===== src/rtl/arb_level_pkg.sv =====
// Package: shared sizing for the arbitration-level mapper.
// Assumes NUM_CH does not exceed 2**LVL_W, so that every reset level fits.
package arb_level_pkg;
    localparam int NUM_CH    = 8;
    localparam int LVL_W     = 4;
    localparam int CH_IDX_W  = $clog2(NUM_CH);
    // Bit i set marks channel i as software-reassignable.
    localparam logic [NUM_CH-1:0] VIRT_MASK = 8'b0001_0001;
endpackage


===== src/rtl/arb_level_table.sv =====
// Module: arb_level_table
// Holds one arbitration level per channel. Virtual channels (VIRT_MASK)
// get a register that is loaded by the write port. Fixed channels are
// constants equal to their index.
// Assumes a synchronous active-low reset and NUM_CH <= 2**LVL_W.
module arb_level_table #(
    parameter int                NUM_CH    = 8,
    parameter int                LVL_W     = 4,
    parameter logic [NUM_CH-1:0] VIRT_MASK = 8'b0001_0001,
    localparam int               IDX_W     = $clog2(NUM_CH)
) (
    input  logic                          clk,
    input  logic                          rst_n,
    input  logic                          wr_en,
    input  logic [IDX_W-1:0]              wr_ch,
    input  logic [LVL_W-1:0]              wr_lvl,
    output logic [NUM_CH-1:0][LVL_W-1:0]  levels
);
    for (genvar i = 0; i < NUM_CH; i++) begin : g_ch
        localparam logic [LVL_W-1:0] HOME = LVL_W'(i);
        if (VIRT_MASK[i]) begin : g_virt
            logic [LVL_W-1:0] lvl_q;
            // Load a new level on an addressed write; return home on reset.
            always_ff @(posedge clk) begin
                if (!rst_n)
                    lvl_q <= HOME;
                else if (wr_en && (wr_ch == IDX_W'(i)))
                    lvl_q <= wr_lvl;
            end
            assign levels[i] = lvl_q;
        end else begin : g_fixed
            assign levels[i] = HOME;
        end
    end
endmodule


===== src/rtl/arb_level_match.sv =====
// Module: arb_level_match
// Flags each channel that may answer the grant: the grant is valid, the
// channel's level equals the granted level, and the channel is not busy.
// Purely combinational.
module arb_level_match #(
    parameter int NUM_CH = 8,
    parameter int LVL_W  = 4
) (
    input  logic                          grant_valid,
    input  logic [LVL_W-1:0]              grant_lvl,
    input  logic [NUM_CH-1:0][LVL_W-1:0]  levels,
    input  logic [NUM_CH-1:0]             ch_busy,
    output logic [NUM_CH-1:0]             eligible
);
    for (genvar i = 0; i < NUM_CH; i++) begin : g_cmp
        assign eligible[i] = grant_valid && (levels[i] == grant_lvl) && !ch_busy[i];
    end
endmodule


===== src/rtl/arb_level_pick.sv =====
// Module: arb_level_pick
// Reduces the eligible vector to one-hot, keeping the lowest-numbered
// set bit. It does this with a ripple chain of "some lower bit is set".
// Purely combinational.
module arb_level_pick #(
    parameter int NUM_CH = 8
) (
    input  logic [NUM_CH-1:0] eligible,
    output logic [NUM_CH-1:0] sel,
    output logic              any
);
    logic [NUM_CH:0] lower_set;
    assign lower_set[0] = 1'b0;
    for (genvar i = 0; i < NUM_CH; i++) begin : g_chain
        assign sel[i]         = eligible[i] && !lower_set[i];
        assign lower_set[i+1] = lower_set[i] || eligible[i];
    end
    assign any = lower_set[NUM_CH];
endmodule


===== src/rtl/arb_level_mapper.sv =====
// Module: arb_level_mapper (top)
// Maps a granted arbitration level to the one DMA channel that answers it.
// Level table -> match stage -> lowest-index pick. Writes take effect
// at the next edge; lookups are combinational.
// Assumes a synchronous active-low reset. Grant inputs are stable around
// the sampling point of the consumer.
module arb_level_mapper
    import arb_level_pkg::*;
(
    input  logic                clk,
    input  logic                rst_n,
    input  logic                wr_en,
    input  logic [CH_IDX_W-1:0] wr_ch,
    input  logic [LVL_W-1:0]    wr_lvl,
    input  logic                grant_valid,
    input  logic [LVL_W-1:0]    grant_lvl,
    input  logic [NUM_CH-1:0]   ch_busy,
    output logic [NUM_CH-1:0]   ch_sel,
    output logic                hit
);
    logic [NUM_CH-1:0][LVL_W-1:0] levels;
    logic [NUM_CH-1:0]            eligible;

    arb_level_table #(.NUM_CH(NUM_CH), .LVL_W(LVL_W), .VIRT_MASK(VIRT_MASK)) u_table (
        .clk    (clk),
        .rst_n  (rst_n),
        .wr_en  (wr_en),
        .wr_ch  (wr_ch),
        .wr_lvl (wr_lvl),
        .levels (levels)
    );

    arb_level_match #(.NUM_CH(NUM_CH), .LVL_W(LVL_W)) u_match (
        .grant_valid (grant_valid),
        .grant_lvl   (grant_lvl),
        .levels      (levels),
        .ch_busy     (ch_busy),
        .eligible    (eligible)
    );

    arb_level_pick #(.NUM_CH(NUM_CH)) u_pick (
        .eligible (eligible),
        .sel      (ch_sel),
        .any      (hit)
    );

    // never more than one channel driving.
    a_r7_single_owner: assert property (@(posedge clk) disable iff (!rst_n)
        $onehot0(ch_sel));

    // hit flag agrees with the select vector.
    a_r9_hit_agrees: assert property (@(posedge clk) disable iff (!rst_n)
        hit == (ch_sel != '0));

    // no answer without a valid grant.
    a_r5_idle_quiet: assert property (@(posedge clk) disable iff (!rst_n)
        !grant_valid |-> (!hit && ch_sel == '0));

    for (genvar i = 0; i < NUM_CH; i++) begin : g_chk
        // a selected channel holds exactly the granted level.
        a_r4_level_match: assert property (@(posedge clk) disable iff (!rst_n)
            ch_sel[i] |-> (levels[i] == grant_lvl));
        // a busy channel is never selected.
        a_r8_busy_skip: assert property (@(posedge clk) disable iff (!rst_n)
            ch_sel[i] |-> !ch_busy[i]);
        // no lower-numbered channel was also eligible.
        if (i > 0) begin : g_low
            a_r7_lowest_wins: assert property (@(posedge clk) disable iff (!rst_n)
                ch_sel[i] |-> (eligible[i-1:0] == '0));
        end
    end
endmodule


===== config.mk =====
export PLATFORM = sky130hd
export DESIGN_NAME = arb_level_mapper
export DESIGN_NICKNAME = d
export VERILOG_FILES = /design/src/rtl/arb_level_pkg.sv /design/src/rtl/arb_level_table.sv /design/src/rtl/arb_level_match.sv /design/src/rtl/arb_level_pick.sv /design/src/rtl/arb_level_mapper.sv
export SDC_FILE = /design/constraint.sdc
export NUM_CORES = 1
export LEC_CHECK = 0
export ABC_AREA = 1
export BUFFER_PORTS_ARGS = -buffer_cell sky130_fd_sc_hd__buf_2
export CORE_AREA = 2 2 39 41
export CTS_CLUSTER_SIZE = 20
export DETAILED_ROUTE_END_ITERATION = 10
export DIE_AREA = 0 0 41 43
export GPL_ROUTABILITY_DRIVEN = 0
export GPL_TIMING_DRIVEN = 0
export PLACE_DENSITY = 0.76
export SLEW_MARGIN = 30
export SYNTH_ARGS = -nofsm -noshare
export SYNTH_HDL_FRONTEND = slang
export SYNTH_SLANG_ARGS = --single-unit

===== constraint.sdc =====
create_clock -name clk -period 2.15 [get_ports clk]
set_clock_uncertainty 0.1 [all_clocks]
set_input_delay 0.43 -clock clk [delete_from_list [all_inputs] [get_ports clk]]
set_output_delay 0.43 -clock clk [all_outputs]
set_load 0.01 [all_outputs]

==> metrics.md <==
| Metric | Value |
|---|---|
| First-pass GRT wire length | 2.07 mm |
| Setup Buffers After CTS | 0 |
| Clock latency on the worst-skew pair | around 0.25 ns |
| Largest registers in the final layout | u_table.g_ch.g_virt.lvl_q (8) |
| Cell leakage power | around 0.00045 uW |
| DP Worst Slack | between 0.1 and 0.15 ns |
| Fillers | around 160 |
| Number of flip-flops under the largest register name | 8 |
| Detail-routed net length per standard cell | roughly 9 um |
| Largest net degree at the start of global routing | 9 |
| Reg2reg end | u_table.g_ch[4].g_virt.lvl_q[3] |
| Path category of the worst min-delay check | primary input to flop |
| Number of cell instances on the worst register-to-register path | 2 |
| Number of max-slew violations in the final report | 0 |
| Layout Cell Area excl Fill | 798 um^2 |
| Placed Area | between 700 and 800 um^2 |
| Post-CTS clock slew at the launch and capture registers of the worst setup and hold paths | about 0.050 ns |
| Post-detailed-routing wire length | roughly 1.3 mm |
| Minimum clock period | between 2 and 2.5 ns |
| Global route overflow | 0 |
| Remaining routing DRC violations | 0 |
| Required time at the worst-slack endpoint | roughly 1.6 ns |
| Post-synthesis net count | 122 |
| Slew at the pin closest to its max-slew limit | 0.348 ns |
| Launch point of the worst hold path | wr_lvl[2] |
| Category of the most critical setup path | primary input to output port |
| CTS H-tree depth | 1 |
| Number of antenna violations at the first check in global routing | 0 |
| Comb pwr share | 22.2% |
| Top-area cell type share of the netlist area | 27.5% |
| Setup TNS Final | 0 ns |
| Number of antenna diodes | 0 |
| Outcome | finished, final reports clean |
| Leading cell types by total area after synthesis | dfxtp_1, nand2_1, nor2_1 |
| Number of sinks handled by clock tree synthesis | 8 |
| Sort of element at the start of the critical path | primary input |
| Placed wire-length estimate after detailed placement | about 1.1 mm |
| Flops & latches, synth | 8 |
| Placed insts | between 100 and 150 |
| Total count of hold-check failures in the final report | 0 |
| Clock Tree Root | clkbuf_4 |
| Ports placed on the boundary | 32 |
| Source of the worst register-to-register timing path | u_table.g_ch[4].g_virt.lvl_q[3] |
| Syn. warnings | 0 |
| Register name with the most flops | u_table.g_ch.g_virt.lvl_q |
| Overall via count from detail_route | roughly 700 |
| Endpoint with the worst hold slack | u_table.g_ch[4].g_virt.lvl_q[2] |
| Max_slew headroom | between 70% and 80% |
| Die Footprint | between 1500 and 2000 um^2 |
| Commonest cells after routing, fill and taps aside | buf_2, nand2_1, nor2_1 |
| Setup violations, final | 0 |
| Vias in the first global route | roughly 610 |
| All-layer global routing usage | between 10% and 20% |
| Reg-to-reg slack, setup | around 1.4 ns |
| Number of port buffers | 31 |
| CTS buffer count | 3 |
| Slack of the critical path | ~0.11 ns |
| Internal cell power | 252 uW |
| Final #Nets | about 160 |
| Share of total power in sequential cells | between 40% and 50% |
| Overall die height | 43 um |
| Fraction of final layout cells sized beyond drive strength 1 | ~30% |
| Endpoint arrival time on the critical path | around 1.5 ns |
| Length of the first detailed-routing pass in iterations | 4 |
| CTS tree | built |
| WHS Path Cells | 3 |
| CTS resizes | 0 |
| CTS hold repair buffers | 0 |
| Ratio of final minimum period to clock period | a little over nine tenths |
| Switching share of total power | 27.3% |
| Peak VDD IR | roughly 0.0003 V |
| Worst Setup End Kind | output port |
| Final hold slack | between 0.2 and 0.3 ns |
| Clk network pwr share | roughly a third |
| Starting DRC count in detailed routing | 6 |
| Number of rows created at floorplan | 14 |
| Core box area | approximately 1400 um^2 |
| Fmax achieved | ~0.5 GHz |
| Cell Area, Synth | around 580 um^2 |
| Syn Inst Count | 99 |
| Synth area leader | dfxtp_1 |
| Unrepaired setup endpoints after global routing | false |
| Clock tree buffer depth | 2 |
| Psw | ~95 uW |
| Final non-filler cell total | roughly 150 |
| Count of max-cap constraint violations | 0 |
| Critical Path Fanout Max | 4 |
| Routed Antenna Nets | 0 |
| Netlist cell types | 19 |
| Power Dens Cells | about 430 nW/um^2 |
| Synth-to-layout area growth | 37.2% |
| Proportion of synthesized chip area in sequential cells | between 20% and 30% |
| Leading cell type in the layout, fill and taps excluded | buf_2 |
| Syn Area/Cell | slightly below 6 um^2 |
| Die X | about 41 um |
| Effective utilization at floorplan | a little over two fifths |
| Via count normalized by instance count | approximately 4.8 |
## cell families after synthesis
| logic type | after synthesis | synth area share (%) |
|---|---|---|
| AND/OR/NAND/NOR | 59 | 47.3 |
| buffers and inverters | 16 | 10.3 |
| AO/OA/AOI/OAI | 15 | 13.3 |
| flip-flops | 8 | 27.5 |
| XOR/XNOR | 1 | 1.51 |
## per-stage QoR
stage,total power [uW],util (%)
5_1_grt,366,57.7
3_5_place_dp,235,54.7
6_report,347,57.7
2_1_floorplan,200,-
4_1_cts,350,56.3
3_3_place_gp,233,54.7
## synthesized netlist by cell type
| master | count |
|---|---|
| nand2_1 | 24 |
| nor2_1 | 17 |
| inv_1 | 15 |
| dfxtp_1 | 8 |
| a21oi_1 | 7 |
| o21ai_0 | 7 |
| nand3_1 | 5 |
| nand3b_1 | 3 |
| nor3_1 | 3 |
| inv_2 | 1 |
| nand3_2 | 1 |
| nand4_1 | 1 |
| nand4_2 | 1 |
| nor2_2 | 1 |
| nor3_2 | 1 |
| nor3b_1 | 1 |
| nor4_1 | 1 |
| o211ai_1 | 1 |
| xnor2_1 | 1 |
## power by group through the flow
stage | logic (uW) | clock network (uW) | registers (uW)
CTS | 75.4 | 118 | 157
finish | 77.0 | 113 | 157
floorplan | 40.8 | 0 | 159
detailed placement | 75.1 | 0 | 160
global route | 88.2 | 120 | 157
global placement | 73.4 | 0 | 160
## cell type report
| cell class | count | area [um^2] | area share [%] |
|---|---|---|---|
| flip-flops and latches | 8 | 160 | 20.1 |
| clock buffers | 3 | 22.5 | 2.82 |
| well taps | 16 | 20.0 | 2.51 |
| repair buffers | 31 | 155 | 19.4 |
| multi-input cells | 75 | 380 | 47.6 |
| inverters | 16 | 60.1 | 7.52 |
## metal layers
| metal | global-route usage, % | share of wire (%) |
|---|---|---|
| met3 | 1.57 | 7.1 |
| met5 | 0 | 0 |
| met4 | 8.00 | 1.2 |
| met2 | 32.2 | 52 |
| met1 | 16.2 | 39 |
## worst max-delay path: stages
cell and delay, ns:
buf_2 0.13, nor3_2 0.27, nand3b_1 0.21, nand4_4 0.18, nor2_4 0.05, nand3_1 0.08
nor2_1 0.05, buf_2 0.13
## how the worst max path moves through the flow
stage / depth (start not counted) / from / slack (ns) / to
global route: 8 / grant_lvl[2] / 0.006 / ch_sel[7]
detailed placement: 11 / grant_lvl[0] / 0.11 / ch_sel[7]
CTS: 11 / grant_lvl[0] / 0.11 / ch_sel[7]
floorplan: 7 / grant_lvl[0] / 0.42 / ch_sel[4]
finish: 8 / grant_lvl[2] / 0.11 / ch_sel[7]
global placement: 10 / grant_lvl[3] / 0.15 / ch_sel[7]
Note: power is estimated with default switching activity, not from simulation.
